===== config.mk =====
export PLATFORM = sky130hd
export DESIGN_NAME = cardcmd_engine
export DESIGN_NICKNAME = d
export VERILOG_FILES = /design/src/rtl/cardcmd_pkg.sv /design/src/rtl/cardcmd_crc7.sv /design/src/rtl/cardcmd_timer.sv /design/src/rtl/cardcmd_rxcap.sv /design/src/rtl/cardcmd_engine.sv
export SDC_FILE = /design/constraint.sdc
export NUM_CORES = 1
export LEC_CHECK = 0
export BUFFER_PORTS_ARGS = -buffer_cell sky130_fd_sc_hd__buf_4
export CAP_MARGIN = 10
export CORE_MARGIN = 3
export CORE_UTILIZATION = 35
export DETAILED_ROUTE_END_ITERATION = 7
export PLACE_DENSITY_LB_ADDON = 0.1
export SETUP_SLACK_MARGIN = 0.5
export SLEW_MARGIN = 20
export SYNTH_ARGS = -nofsm -noshare
export SYNTH_HDL_FRONTEND = slang
export SYNTH_HIERARCHICAL = 1
export SYNTH_SLANG_ARGS = --single-unit

===== constraint.sdc =====
create_clock -name clk -period 2.1 [get_ports clk]
set_input_delay 0.105 -clock clk [delete_from_list [all_inputs] [get_ports clk]]
set_output_delay 0.105 -clock clk [all_outputs]
set_load 0.01 [all_outputs]

===== src/rtl/cardcmd_pkg.sv =====
// Shared constants, state type and CRC7 step for the card command sequencer.
// Assumes the frame layout of the card command protocol (48-bit command,
// 48- or 136-bit response) and a serial CRC7 with polynomial x^7+x^3+1.
package cardcmd_pkg;
    localparam int ARG_W        = 32;
    localparam int IDX_W        = 6;
    localparam int CMD_W        = 9;
    localparam int REXP_BIT     = 6;
    localparam int LONG_BIT     = 7;
    localparam int EN_BIT       = 8;
    localparam int CRC_W        = 7;
    localparam int PAYLOAD_BITS = 2 + IDX_W + ARG_W;          // 40
    localparam int FRAME_BITS   = PAYLOAD_BITS + CRC_W + 1;   // 48
    localparam int SHORT_BITS   = 48;
    localparam int LONG_BITS    = 136;
    localparam int RESP_WORDS   = 4;
    localparam int RESP_SPAN    = RESP_WORDS * ARG_W;         // 128
    localparam int CRC_LO_POS   = CRC_W + 1;                  // lowest covered bit position
    localparam logic [CRC_W-1:0] CRC_POLY = 7'h09;

    typedef enum logic [1:0] {CC_IDLE, CC_SEND, CC_WAIT, CC_RECV} cc_state_e;

    // One serial CRC7 step: shift in a single bit, most significant first.
    function automatic logic [CRC_W-1:0] crc7_next(input logic [CRC_W-1:0] c, input logic b);
        logic fb;
        fb = b ^ c[CRC_W-1];
        return {c[CRC_W-2:0], 1'b0} ^ (fb ? CRC_POLY : '0);
    endfunction
endpackage


===== src/rtl/cardcmd_crc7.sv =====
// Serial CRC7 register shared by the transmit and receive paths.
// Assumes clr, step and shift come from one controller; step and shift
// are never requested together.
module cardcmd_crc7
    import cardcmd_pkg::*;
(
    input  logic             clk,
    input  logic             rst_n,
    input  logic             clr,
    input  logic             step,
    input  logic             shift,
    input  logic             din,
    output logic [CRC_W-1:0] crc
);
    // Accumulate one bit per step, or shift the remainder out MSB first.
    always_ff @(posedge clk) begin
        if (!rst_n || clr) begin
            crc <= '0;
        end else if (step) begin
            crc <= crc7_next(crc, din);
        end else if (shift) begin
            crc <= {crc[CRC_W-2:0], 1'b0};
        end
    end

    assert_crc_mode_R1: assert property (@(posedge clk) disable iff (!rst_n)
        !(step && shift));
endmodule


===== src/rtl/cardcmd_timer.sv =====
// Response window counter: counts rising card-clock strobes while armed.
// Assumes run drops whenever the wait phase ends; last flags the final slot.
module cardcmd_timer #(
    parameter int LIMIT = 64
) (
    input  logic clk,
    input  logic rst_n,
    input  logic run,
    input  logic tick,
    output logic last
);
    localparam int CW = $clog2(LIMIT + 1);
    logic [CW-1:0] cnt;

    // Count ticks while armed, cleared when disarmed.
    always_ff @(posedge clk) begin
        if (!rst_n || !run) begin
            cnt <= '0;
        end else if (tick && cnt != CW'(LIMIT - 1)) begin
            cnt <= cnt + 1'b1;
        end
    end

    assign last = (cnt == CW'(LIMIT - 1));

    assert_timer_bound_R6: assert property (@(posedge clk) disable iff (!rst_n)
        cnt < CW'(LIMIT));
endmodule


===== src/rtl/cardcmd_rxcap.sv =====
// Response capture: shifts received bits and loads the four response words
// on the final bit. Assumes finish coincides with the last shift_en.
module cardcmd_rxcap
    import cardcmd_pkg::*;
(
    input  logic                                clk,
    input  logic                                rst_n,
    input  logic                                shift_en,
    input  logic                                din,
    input  logic                                finish,
    input  logic                                long_mode,
    output logic [RESP_WORDS-1:0][ARG_W-1:0]    resp,
    output logic [CRC_W-1:0]                    crc_field
);
    logic [RESP_SPAN-2:0] sh;
    logic [RESP_SPAN-1:0] full;

    assign full      = {sh, din};
    assign crc_field = sh[CRC_W-1:0];   // bits 7:1 once the last bit arrives

    // Shift the serial response in, newest bit at the bottom.
    always_ff @(posedge clk) begin
        if (!rst_n) begin
            sh <= '0;
        end else if (shift_en) begin
            sh <= full[RESP_SPAN-2:0];
        end
    end

    // Map the completed response onto the response words.
    always_ff @(posedge clk) begin
        if (!rst_n) begin
            resp <= '0;
        end else if (finish) begin
            for (int w = 0; w < RESP_WORDS; w++) begin
                if (long_mode) begin
                    if (w == RESP_WORDS - 1)
                        resp[w] <= {full[ARG_W-1:1], 1'b0};
                    else
                        resp[w] <= full[RESP_SPAN-1-ARG_W*w -: ARG_W];
                end else begin
                    resp[w] <= (w == 0) ? full[CRC_LO_POS+ARG_W-1 : CRC_LO_POS] : '0;
                end
            end
        end
    end

    assert_resp_hold_R6: assert property (@(posedge clk) disable iff (!rst_n)
        !$past(finish) |-> $stable(resp));
endmodule


===== src/rtl/cardcmd_engine.sv =====
// Card command sequencer top: serialises a command frame with CRC7, then
// optionally waits for and receives a short or long response.
// Assumes fall_stb/rise_stb are one-cycle strobes from a card clock divider,
// never both in the same cycle, and that the argument is loaded before start.
module cardcmd_engine
    import cardcmd_pkg::*;
#(
    parameter int TMO_CLKS = 64
) (
    input  logic             clk,
    input  logic             rst_n,
    input  logic             fall_stb,
    input  logic             rise_stb,
    input  logic             arg_we,
    input  logic [ARG_W-1:0] arg_wdata,
    input  logic             cmd_we,
    input  logic [CMD_W-1:0] cmd_wdata,
    input  logic             cmd_in,
    output logic             cmd_out,
    output logic             cmd_oe,
    output logic             busy,
    output logic             flag_sent,
    output logic             flag_rsp_end,
    output logic             flag_timeout,
    output logic             flag_crc_fail,
    output logic [ARG_W-1:0] resp0,
    output logic [ARG_W-1:0] resp1,
    output logic [ARG_W-1:0] resp2,
    output logic [ARG_W-1:0] resp3
);
    localparam int TXC_W = $clog2(FRAME_BITS + 1);
    localparam int RXP_W = $clog2(LONG_BITS);

    cc_state_e                       state;
    logic [ARG_W-1:0]                arg_q;
    logic [TXC_W-1:0]                tx_cnt;
    logic [PAYLOAD_BITS-1:0]         tx_sh;
    logic [RXP_W-1:0]                rx_p;
    logic                            rexp_q, long_q;
    logic [CRC_W-1:0]                crc, crc_field;
    logic [RESP_WORDS-1:0][ARG_W-1:0] resp;
    logic                            tmo_last;

    logic tx_in_payload, tx_in_crc, tx_bit, tx_fire;
    logic start_seen, rx_fire, rx_last, rx_covered;
    logic crc_clr, crc_step, crc_shift, crc_din;

    // Decode the current transmit bit and the strobe-qualified events.
    always_comb begin
        tx_in_payload = tx_cnt < TXC_W'(PAYLOAD_BITS);
        tx_in_crc     = !tx_in_payload && tx_cnt < TXC_W'(PAYLOAD_BITS + CRC_W);
        tx_bit        = tx_in_payload ? tx_sh[PAYLOAD_BITS-1] : (tx_in_crc ? crc[CRC_W-1] : 1'b1);
        tx_fire       = state == CC_SEND && fall_stb && !cmd_we;
        start_seen    = state == CC_WAIT && rise_stb && !cmd_in && !cmd_we;
        rx_fire       = state == CC_RECV && rise_stb && !cmd_we;
        rx_last       = rx_fire && rx_p == '0;
        rx_covered    = rx_p <= RXP_W'(RESP_SPAN - 1) && rx_p >= RXP_W'(CRC_LO_POS);
        crc_clr       = cmd_we || start_seen;
        crc_step      = (tx_fire && tx_in_payload) || (rx_fire && rx_covered);
        crc_shift     = tx_fire && tx_in_crc;
        crc_din       = (state == CC_SEND) ? tx_sh[PAYLOAD_BITS-1] : cmd_in;
    end

    cardcmd_crc7 u_crc (
        .clk(clk), .rst_n(rst_n), .clr(crc_clr), .step(crc_step),
        .shift(crc_shift), .din(crc_din), .crc(crc)
    );

    cardcmd_timer #(.LIMIT(TMO_CLKS)) u_tmo (
        .clk(clk), .rst_n(rst_n), .run(state == CC_WAIT && !cmd_we),
        .tick(rise_stb), .last(tmo_last)
    );

    cardcmd_rxcap u_rx (
        .clk(clk), .rst_n(rst_n), .shift_en(rx_fire), .din(cmd_in),
        .finish(rx_last), .long_mode(long_q), .resp(resp), .crc_field(crc_field)
    );

    // Hold the argument register.
    always_ff @(posedge clk) begin
        if (!rst_n)      arg_q <= '0;
        else if (arg_we) arg_q <= arg_wdata;
    end

    // Command sequencing: start/abort, transmit, response wait and receive.
    always_ff @(posedge clk) begin
        if (!rst_n) begin
            state <= CC_IDLE;
            tx_cnt <= '0; tx_sh <= '0; rx_p <= '0;
            rexp_q <= 1'b0; long_q <= 1'b0;
            cmd_out <= 1'b1; cmd_oe <= 1'b0;
            flag_sent <= 1'b0; flag_rsp_end <= 1'b0;
            flag_timeout <= 1'b0; flag_crc_fail <= 1'b0;
        end else if (cmd_we) begin
            flag_sent <= 1'b0; flag_rsp_end <= 1'b0;
            flag_timeout <= 1'b0; flag_crc_fail <= 1'b0;
            cmd_out <= 1'b1; cmd_oe <= 1'b0;
            tx_cnt <= '0;
            rexp_q <= cmd_wdata[REXP_BIT];
            long_q <= cmd_wdata[LONG_BIT];
            tx_sh  <= {2'b01, cmd_wdata[IDX_W-1:0], arg_q};
            state  <= cmd_wdata[EN_BIT] ? CC_SEND : CC_IDLE;
        end else begin
            unique case (state)
                CC_SEND: if (tx_fire) begin
                    if (tx_cnt == TXC_W'(FRAME_BITS)) begin
                        cmd_oe <= 1'b0; cmd_out <= 1'b1;
                        if (rexp_q) state <= CC_WAIT;
                        else begin state <= CC_IDLE; flag_sent <= 1'b1; end
                    end else begin
                        cmd_oe <= 1'b1; cmd_out <= tx_bit;
                        tx_cnt <= tx_cnt + 1'b1;
                        if (tx_in_payload) tx_sh <= {tx_sh[PAYLOAD_BITS-2:0], 1'b0};
                    end
                end
                CC_WAIT: if (rise_stb) begin
                    if (!cmd_in) begin
                        state <= CC_RECV;
                        rx_p  <= long_q ? RXP_W'(LONG_BITS - 2) : RXP_W'(SHORT_BITS - 2);
                    end else if (tmo_last) begin
                        state <= CC_IDLE; flag_timeout <= 1'b1;
                    end
                end
                CC_RECV: if (rx_fire) begin
                    rx_p <= rx_p - 1'b1;
                    if (rx_last) begin
                        state <= CC_IDLE;
                        if (crc == crc_field) flag_rsp_end <= 1'b1;
                        else                  flag_crc_fail <= 1'b1;
                    end
                end
                default: ;
            endcase
        end
    end

    assign busy  = state != CC_IDLE;
    assign resp0 = resp[0];
    assign resp1 = resp[1];
    assign resp2 = resp[2];
    assign resp3 = resp[3];

    assert_drive_on_fall_R2: assert property (@(posedge clk) disable iff (!rst_n)
        (cmd_oe && !$stable(cmd_out)) |-> $past(fall_stb));
    assert_oe_on_fall_R2: assert property (@(posedge clk) disable iff (!rst_n)
        $rose(cmd_oe) |-> $past(fall_stb));
    assert_sample_on_rise_R2: assert property (@(posedge clk) disable iff (!rst_n)
        !$stable(rx_p) |-> $past(rise_stb));
    assert_one_outcome_R8: assert property (@(posedge clk) disable iff (!rst_n)
        $onehot0({flag_sent, flag_rsp_end, flag_timeout, flag_crc_fail}));
    assert_flags_clear_R8: assert property (@(posedge clk) disable iff (!rst_n)
        cmd_we |=> !(flag_sent || flag_rsp_end || flag_timeout || flag_crc_fail));
    assert_abort_R9: assert property (@(posedge clk) disable iff (!rst_n)
        (cmd_we && !cmd_wdata[EN_BIT]) |=> (!busy && !cmd_oe));
    assert_quiet_idle_R10: assert property (@(posedge clk) disable iff (!rst_n)
        !busy |-> !cmd_oe);
endmodule


==> metrics.txt, run 1 <==
final hold vios 0; Setup WS post-layout -0.2519 ns; H-tree depth 2; crit-path max FO 7; Tmin final between 2 and 2.5 ns; area of the mapped netlist approximately 15000 sq um; Final setup viols approximately 130; die footprint 45190 sq um; Num CTS Buffers 42; port bufs between 150 and 200; HP Class in -> reg; Cell Pwr Density 748.9 nW/um^2; number of global-route vias before repair around 11000; synthesized area per cell slightly below 10 sq um; synth warn 6; gpl congestion approximately 0.75; syn_nets 1559; First-pass DRT Iterations 5; Least-Margin Pin Slew approximately 0.55 ns; Via Count 11252; RSZ-0062 raised after global routing true; io pins around 180; layout cell share with drive strength beyond 1 about a quarter; met3 wire len about 1800 um; LEAKAGE roughly 7.3 nW; CTS root buf clkbuf_16; ys flop type dfxtp_1; placed wire-length estimate 21870 um; Seq cells post-synth approximately 360; crit share post-route 112.0%; Chip Height ~210 um; violated checks negative setup slack; clock transition at the registers of the reported paths ~0.06 ns; status finished, violations left; Synth Instances 1506; max-cap violations 0; antenna cells 0; required time of the critical path roughly 2.6 ns; Inst Count DP ~2200; gr usage total 15.12%; post-synthesis sequential area ratio approximately 49%; worst skew pair latency around 0.56 ns; Remaining DRCs 0; total gr overflow 0; post-route insts no fill between 2000 and 2500; Layout area overhead 33.89%; CTS Buffer Depth 3; top routing layer in use met4; critical path arrival 2.83 ns; CP Launch Type flop; total wire length roughly 37000 um; Vias/cell slightly below 5; EDFF count, synth 0; first-pass GRT wire length 56590 um; CP endpoint kind flop; area post-placement roughly 17000 sq um; Worst Skew between 0.015 and 0.02 ns; Yosys cell types between 60 and 70; Starting Density between 30% and 40%; fin. max-slew vios 0; largest net degree at the start of global routing about 110; relative slew slack a little over three fifths; Routed Antenna Nets 0; CTS tree built; die width 212.6 um; Met2 Wirelength 17030 um; FP Rows 75; Max Clk Rate 425.2 MHz; CORE AREA between 40000 and 50000 sq um; Met1 Routed Length 17520 um; routed len/inst roughly 16 um; clk sinks about 360; initial antenna violation count 0; NumNets Final ~1800; share of flip-flops with an asynchronous set or reset 0%; VDD IR-drop max roughly 570 uV; WS Path Type reg -> reg; Final Cell Area roughly 20000 sq um; Iter 0 DRT Violations 488; post-route setup TNS -22.36 ns
[final timing paths]
| check | end | from | cells past startpoint | slack (ns) |
|---|---|---|---|---|
| setup / recovery | u_rx/resp[74] | rx_p[0] | 9 | -0.25 |
| hold / removal | tx_sh[0] | cmd_we | 4 | 0.09 |
| hold reg to reg | u_tmo/cnt[6] | u_tmo/cnt[6] | 2 | 0.44 |
| setup reg to reg | u_rx/resp[74] | rx_p[0] | 9 | -0.25 |
[cell usage in the layout, fill, tap and decap left out, types with 4 or more instances in the layout]
master	count
dfxtp_1	357
mux2i_1	227
buf_4	213
nor2b_1	129
a21oi_1	79
nand3_1	77
nand2b_1	77
a21boi_1	74
nor2_1	59
clkbuf_16	55
o21ai_0	52
dlygate4sd3_1	47
nand3_2	25
nand2_1	24
nand2b_4	21
o21ai_2	16
a21boi_2	16
o21ai_1	14
buf_16	12
clkbuf_1	11
buf_12	11
xor2_1	8
clkbuf_8	8
buf_6	8
a21boi_0	7
inv_1	6
xnor2_1	6
clkinv_2	6
a31oi_1	5
a222oi_1	5
nor3_1	5
nand4_1	5
buf_8	5
dfxtp_2	5
inv_2	4
nor4_1	4
[layout make-up]
type	count	area, sq um
timing repair inverter	2	41.29
inverter	12	70.07
fill	3995	22040
timing repair buffer	310	3122
tap	539	674.4
clock buffer	61	1202
multi-input combinational	1003	7427
clock inverter	13	161.4
sequential	364	7301
[synth_stat cells (all sizes together) (5+ instances only)]
| cell | count | share of area, % |
|---|---|---|
| a21oi | 81 | 2.7 |
| nor2b | 130 | 5.4 |
| nand4 | 5 | 0.21 |
| nor3 | 7 | 0.27 |
| a222oi | 5 | 0.34 |
| dfxtp | 364 | 49 |
| a21boi | 97 | 4.9 |
| xor2 | 8 | 0.47 |
| ha | 5 | 0.42 |
| nor2 | 60 | 1.5 |
| buf | 66 | 3.0 |
| nand2b | 98 | 4.2 |
| o21ai | 83 | 2.8 |
| a31oi | 5 | 0.21 |
| mux2i | 227 | 15 |
| nand2 | 27 | 0.70 |
| xnor2 | 6 | 0.35 |
| nand3 | 103 | 3.5 |
| clkbuf | 61 | 1.5 |
| inv | 12 | 0.30 |
[registers in the layout, summed over array words and instances, names as in the netlist]
register,flops
u_rx/resp,127
u_rx/sh,127
tx_sh,40
arg_q,32
rx_p,8
u_crc/crc,7
u_tmo/cnt,7
tx_cnt,6
state,2
cmd_oe,1
cmd_out,1
flag_crc_fail,1
flag_rsp_end,1
flag_sent,1
flag_timeout,1
long_q,1
rexp_q,1
[cells by family after synthesis]
group | Yosys count | share of synthesized area [%]
buffers and inverters | 139 | 4.850
XOR/XNOR | 14 | 0.8209
flip-flops | 364 | 48.79
AND/OR/NAND/NOR | 455 | 17.13
other | 1 | 0.02511
multiplexers | 228 | 15.29
AO/OA/AOI/OAI | 300 | 12.68
adder cells (fa/ha/maj) | 5 | 0.4188
[per-layer routing]
layer  GRT usage [%]  vias up
met5               0        -
met4           4.749        0
met3           3.438       46
met2           24.23      189
met1           20.33     5312
li1                -     5705
[report_power, final]
part           switching, mW  total [mW]  leakage (nW)  internal [mW]
Combinational          0.324       0.672          3.65          0.348
Sequential            0.0623        7.06          2.95           6.99
Clock                   2.90        7.25         0.670           4.34
Total                   3.29        15.0          7.27           11.7
[metrics by stage]
step | power [mW] | setup slack, ns | util (%) | hold WS [ns]
after global routing | 15.58 | -0.3370 | 47.57 | 0.07613
final | 14.98 | -0.2519 | 47.57 | 0.09046
after floorplan | 7.592 | -0.02246 | - | 0.2108
after CTS | 15.22 | -0.2101 | 45.23 | 0.04222
after detailed placement | 7.800 | -0.2375 | 40.27 | 0.3458
after global placement | 7.794 | -0.1840 | 40.27 | 0.3381
[what timing repair did]
action / CTS / global route
endpoints found under the setup margin: 290 / 319
cloned: 4 / 18
buffers inserted: 4 / 6
hold buffers: 47 / 0
hold endpoints to repair: 81 / 0
pin swaps: 6 / 45
gates resized for setup: 71 / 137
[worst max-delay path, stage by stage (launching register included)]
cell and delay, ns:
dfxtp_2 0.32, inv_2 0.07, ha_4 0.13, or4bb_4 0.45
or4_4 0.65, inv_12 0.14, buf_12 0.13, buf_16 0.13
nand3_1 0.09, a21boi_2 0.14
Note: power is estimated with default switching activity, not from simulation.
==> run 2: changes to the inputs <==
--- a/config.mk
+++ b/config.mk
@@ -10,7 +10,7 @@
 export CORE_MARGIN = 3
 export CORE_UTILIZATION = 35
 export DETAILED_ROUTE_END_ITERATION = 7
-export PLACE_DENSITY_LB_ADDON = 0.1
+export PLACE_DENSITY = 0.62
 export SETUP_SLACK_MARGIN = 0.5
 export SLEW_MARGIN = 20
 export SYNTH_ARGS = -nofsm -noshare
==> metrics.txt, run 2 (synthesis results as in run 1) <==
crit-path max cell delay 0.56 ns (-0.09 ns); HP Class in -> reg; io pins 183 (unchanged); total gr overflow 0 (unchanged); number of global-route vias before repair 10841 (+1.6%); Reg2Reg Launch Point rx_p[0]; largest registers u_rx/resp x127, u_rx/sh x127, tx_sh x40; critical path arrival 2.74 ns (-0.09 ns); Least-Margin Pin Slew 0.6380 ns (+0.09190 ns); FP Rows 75 (unchanged); Routed Antenna Nets 0 (unchanged); RSZ-0062 raised after global routing true; Setup WS post-layout -0.1665 ns (+0.08540 ns); Cell Pwr Density 751.5 nW/um^2 (+0.36%); Storage cell area 7295 sq um (about the same); VDD IR-drop max 566.7 uV (-1.0%); CTS root buf clkbuf_16; Layout area overhead 31.71%; total wire length 35790 um (-3.4%); path depth of the worst reg2reg path 9 (unchanged); Reg-to-Reg End u_rx/resp[53]; Tmin final 2.266 ns (-0.08540 ns); Worst R2R Setup Slack -0.17 ns (+0.09 ns); violated checks negative setup slack; Final setup viols 127 (-0.78%); largest net degree at the start of global routing 147 (+31%); crit path max-delay cell type or4_4; Max Clk Rate 441.2 MHz (+3.8%); NumNets Final 1777 (-0.62%); most frequent cells in the layout dfxtp_1 (360), mux2i_1 (227), buf_4 (214); worst skew pair latency 0.55 ns (about the same); first-pass GRT wire length 56140 um (-0.80%); Min-Delay Path Depth 4 (unchanged); relative slew slack 57.27% (-6.0 points); final hold vios 0 (unchanged); CORE AREA 42040 sq um (unchanged); Starting Density 35.53% (unchanged); CP endpoint kind flop; Remaining DRCs 0 (unchanged); commonest non-fill, non-tap cell in the layout dfxtp_1; WS Path Type reg -> reg; status finished, violations left; Vias/cell 4.911 (+0.55%); Worst Skew 0.01059 ns (-0.008195 ns); First-pass DRT Iterations 5 (unchanged); gr usage total 15.01% (-0.11 points); layout cell share with drive strength beyond 1 23.83% (-1.8 points); CTS tree built; crit-path max FO 9 (+2); die footprint 45190 sq um (unchanged); max-cap violations 0 (unchanged); placed wire-length estimate 21030 um (-3.8%); Critical Path, Cell by Cell inv_2 -> ha_1 -> or4bb_4 -> or4_4 -> inv_12 -> buf_12 -> clkbuf_16 -> nand3_1 -> a21boi_1; required time of the critical path 2.58 ns (about the same); fin. max-slew vios 0 (unchanged); crit share post-route 107.9% (-4.1 points); Crit path max-delay family simple AND/OR/NAND/NOR gates; clock transition at the registers of the reported paths 0.06 ns (about the same); Via Count 11265 (+0.12%); Hold Startpoint rise_stb; Chip Height 212.6 um (unchanged); CTS Buffer Depth 3 (unchanged); Fillers 3895 (-2.5%); gpl congestion 0.7306 (-2.2%); Util after Layout 46.79% (-0.78 points); Worst Path Buf+Inv 4 (unchanged); initial antenna violation count 1 (+1); clk sinks 364 (unchanged); post-place setup slack -0.2121 ns (+0.02541 ns); WHS Endpoint u_tmo/cnt[4]; port bufs 181 (unchanged); LEAKAGE 7.162 nW (-1.5%); CP Launch Type flop; post-route setup TNS -14.70 ns (+7.660 ns); H-tree depth 2 (unchanged); routed len/inst 15.60 um (-3.0%); die width 212.6 um (unchanged); area of the multi-input gates 7305 sq um (-1.7%); Num CTS Buffers 41 (-2.4%); Iter 0 DRT Violations 520 (+6.6%)
run 2: cell count changes in the layout (fill, tap and decap cells not counted), sizes merged:
cell / previous run / this run
clkbuf: 74 / 66
buf: 249 / 245
bufbuf: 0 / 2
dlygate4sd3: 47 / 49
bufinv: 3 / 2
clkdlybuf4s15: 1 / 0
clkinv: 9 / 8
diode: 0 / 1
run 2: cell type report:
| cell class | instances | area share (%) |
|---|---|---|
| Antenna cell | 1 | 0.01272 |
| Clock buffer | 60 | 6.150 |
| Clock inverter | 13 | 0.6360 |
| Inverter | 12 | 0.3180 |
| Multi-Input combinational cell | 1003 | 37.13 |
| Sequential cell | 364 | 37.08 |
| Tap cell | 539 | 3.428 |
| Timing Repair Buffer | 302 | 15.25 |
run 2: layer usage:
metal / global-route usage, % / vias up / share of wire (%) / wire [um]
li1: - / 5668 / - / -
met2: 24.11 / 215 / 46 / 16550
met5: 0 / - / 0 / 0
met4: 3.900 / 0 / 1.7 / 614
met1: 19.76 / 5335 / 46 / 16500
met3: 4.515 / 47 / 5.9 / 2125
run 2: worst register-to-register path, cell delays in order, from the launching register on:
cell,delay [ns]
dfxtp_2,0.32
inv_2,0.05
ha_1,0.13
or4bb_4,0.45
or4_4,0.56
inv_12,0.14
buf_12,0.17
clkbuf_16,0.17
nand3_1,0.07
a21boi_1,0.14
run 2: stage by stage:
| stage | area, sq um | total power, mW | hold slack [ns] | cells |
|---|---|---|---|---|
| 6_report | 19670 | 14.78 | 0.03891 | 2294 |
| 5_1_grt | 19670 | 15.38 | 0.03484 | 2294 |
| 4_1_cts | 19130 | 15.01 | 0.001873 | 2281 |
| 3_5_place_dp | 16790 | 7.769 | 0.3464 | 2139 |
| 3_3_place_gp | 16790 | 7.758 | 0.3369 | 2139 |
| 2_1_floorplan | 15060 | 7.592 | 0.2108 | 1506 |
run 2: what timing repair did:
item | in CTS | in global routing
pin swaps | 15 | 10
setup buffers | 10 | 6
resized for setup | 95 | 73
hold buffers | 49 | 0
hold endpoints to repair | 60 | 0
setup endpoints to repair | 304 | 311
cloned | 10 | 6
run 2: how the worst max path moves through the flow:
stage | from | endpoint | slack, ns | cells after the start
after floorplan | rx_p[0] | u_rx/resp[57] | -0.02 | 10
after global placement | rx_p[1] | u_rx/resp[38] | -0.18 | 8
after detailed placement | rx_p[1] | u_rx/resp[38] | -0.21 | 8
after CTS | rx_p[0] | u_rx/resp[93] | -0.15 | 9
after global routing | rx_p[0] | u_rx/resp[21] | -0.25 | 8
final | rx_p[0] | u_rx/resp[53] | -0.17 | 9
run 2: where the power goes:
part	internal, mW	total [mW]	switching (mW)
sequential	6.99	7.05	0.0572
clock	4.24	7.08	2.83
combinational	0.333	0.656	0.324
total	11.6	14.8	3.22
==> run 3: changes to the inputs <==
--- a/config.mk
+++ b/config.mk
@@ -8,10 +8,11 @@
 export BUFFER_PORTS_ARGS = -buffer_cell sky130_fd_sc_hd__buf_4
 export CAP_MARGIN = 10
 export CORE_MARGIN = 3
-export CORE_UTILIZATION = 35
+export CORE_UTILIZATION = 45
+export CTS_CLUSTER_DIAMETER = 30
 export DETAILED_ROUTE_END_ITERATION = 7
-export PLACE_DENSITY = 0.62
-export SETUP_SLACK_MARGIN = 0.5
+export PLACE_DENSITY = 0.74
+export SETUP_SLACK_MARGIN = 0.1
 export SLEW_MARGIN = 20
 export SYNTH_ARGS = -nofsm -noshare
 export SYNTH_HDL_FRONTEND = slang
==> metrics.txt, run 3 (synthesis results as in run 1) <==
status finished, violations left; violated checks negative setup slack; WS Path Type reg -> reg; post-route setup TNS -22.93 ns (-8.228 ns); Remaining DRCs 0 (unchanged); critical path arrival 2.78 ns (+0.04 ns); Inst Count DP 2048 (-4.3%); Starting Density 45.79% (+10 points); Num CTS Buffers 75 (+83%); die footprint 35420 sq um (-22%); final hold vios 0 (unchanged); crit share post-route 111.5% (+3.5 points); LEAKAGE 7.674 nW (+7.2%); NumNets Final 1808 (+1.7%); Final setup viols 130 (+2.4%); placed wire-length estimate 20560 um (-2.2%); top routing layer in use met4; Fillers 2488 (-36%); Routed Antenna Nets 0 (unchanged); initial antenna violation count 0 (-1); largest net degree at the start of global routing 143 (-2.7%); CTS root buf clkbuf_16; layout cell share with drive strength beyond 1 26.47% (+2.6 points); total wire length 36230 um (+1.2%); Max Clk Rate 427.3 MHz (-3.2%); VDD IR-drop max 830.7 uV (+47%); FP Rows 66 (-12%); CTS Buffer Depth 3 (unchanged); number of global-route vias before repair 11725 (+8.2%); clk sinks 364 (unchanged); post-route insts no fill 2259 (-1.5%); CORE AREA 32620 sq um (-22%); CP endpoint kind flop; First-pass DRT Iterations 6 (+1); Vias/cell 5.166 (+5.2%); gpl congestion 0.7913 (+8.3%); total gr overflow 0 (unchanged); Cell Pwr Density 947.3 nW/um^2 (+26%); io pins 183 (unchanged); most frequent cells in the layout dfxtp_1 (361), mux2i_1 (227), buf_4 (214); Iter 0 DRT Violations 799 (+54%); relative slew slack 58.83% (+1.6 points); CTS tree built; Via Count 11669 (+3.6%); clock transition at the registers of the reported paths 0.05 ns (about the same); Storage cell area 7293 sq um (about the same); gr usage total 19.52% (+4.5 points); Met2 Wirelength 17330 um (+4.7%); worst skew pair latency 0.57 ns (+0.02 ns); crit-path max FO 14 (+5); antenna cells 0 (-1); Least-Margin Pin Slew 0.6120 ns (-0.02601 ns); routed len/inst 16.04 um (+2.8%); Layout area overhead 38.17%; Chip Height 188.2 um (-11%); HP Class in -> reg; met3 wire len 2113 um (-0.56%); first-pass GRT wire length 58510 um (+4.2%); port bufs 181 (unchanged); Setup WS post-layout -0.2405 ns (-0.07404 ns); Worst Skew 0.02567 ns (+0.01508 ns); Met1 Routed Length 16220 um (-1.7%); Tmin final 2.341 ns (+0.07404 ns); die width 188.2 um (-11%); commonest non-fill, non-tap cell in the layout dfxtp_1; area of the multi-input gates 7271 sq um (-0.46%); H-tree depth 3 (+1); max-cap violations 0 (unchanged); RSZ-0062 raised after global routing true; CP Launch Type flop; largest registers u_rx/resp x127, u_rx/sh x127, tx_sh x40; fin. max-slew vios 0 (unchanged); required time of the critical path 2.54 ns (-0.04 ns)
[run 3: final cells by class]
cell class                      count  area share (%)
Sequential cell                   364           35.34
Multi-Input combinational cell   1003           35.23
Timing Repair Buffer              298           13.66
Clock buffer                       95           10.09
Tap cell                          442           2.680
Clock inverter                     44           2.625
Inverter                           12          0.3031
Timing Repair inverter              1         0.07881
[run 3: through the flow]
step / area, sq um / util, % / power [mW] / worst slack [ns] / hold slack, ns
after floorplan: 15040 / - / 7.590 / -0.02357 / 0.2108
after global placement: 16680 / 51.12 / 7.748 / -0.1704 / 0.3379
after detailed placement: 16680 / 51.12 / 7.761 / -0.2578 / 0.3470
after CTS: 20240 / 62.06 / 19.71 / -0.1887 / 0.008788
after global routing: 20640 / 63.27 / 20.19 / -0.3057 / 0.04412
final: 20640 / 63.27 / 19.55 / -0.2405 / 0.04169
[run 3: power breakdown]
part	switching, mW	total [mW]	internal (mW)	leakage [nW]
registers	0.0587	7.07	7.01	2.95
logic	0.328	0.654	0.326	3.48
clock network	4.05	11.8	7.78	1.25
[run 3: path summary, 6_finish.rpt]
path / from / end / slack (ns) / cells after the start
worst max-delay path: rx_p[0] / u_rx/resp[87] / -0.24 / 9
worst min-delay path: cmd_we / rx_p[5] / 0.04 / 3
worst max register to register: rx_p[0] / u_rx/resp[87] / -0.24 / 9
worst min register to register: u_tmo/cnt[6] / u_tmo/cnt[6] / 0.44 / 2
[run 3: critical path, cell delays in order, from the launching register on]
cell and delay, ns:
dfxtp_2 0.32, inv_2 0.07, ha_4 0.12, or4bb_4 0.45
or4_4 0.65, inv_12 0.16, buf_12 0.13, buf_16 0.13
nand2b_1 0.10, a21boi_0 0.07
[run 3: what timing repair did]
| action | in CTS | in global routing |
|---|---|---|
| pin swaps | 10 | 24 |
| setup buffers | 5 | 11 |
| cloned | 8 | 3 |
| hold endpoints to repair | 83 | 0 |
| hold buffers | 47 | 0 |
| endpoints found under the setup margin | 129 | 139 |
| resized for setup | 91 | 79 |
[run 3: layer usage]
metal | up-vias | global-route usage (%)
li1 | 5757 | -
met1 | 5568 | 25.05
met2 | 296 | 32.32
met3 | 48 | 5.116
met4 | 0 | 6.089
met5 | - | 0
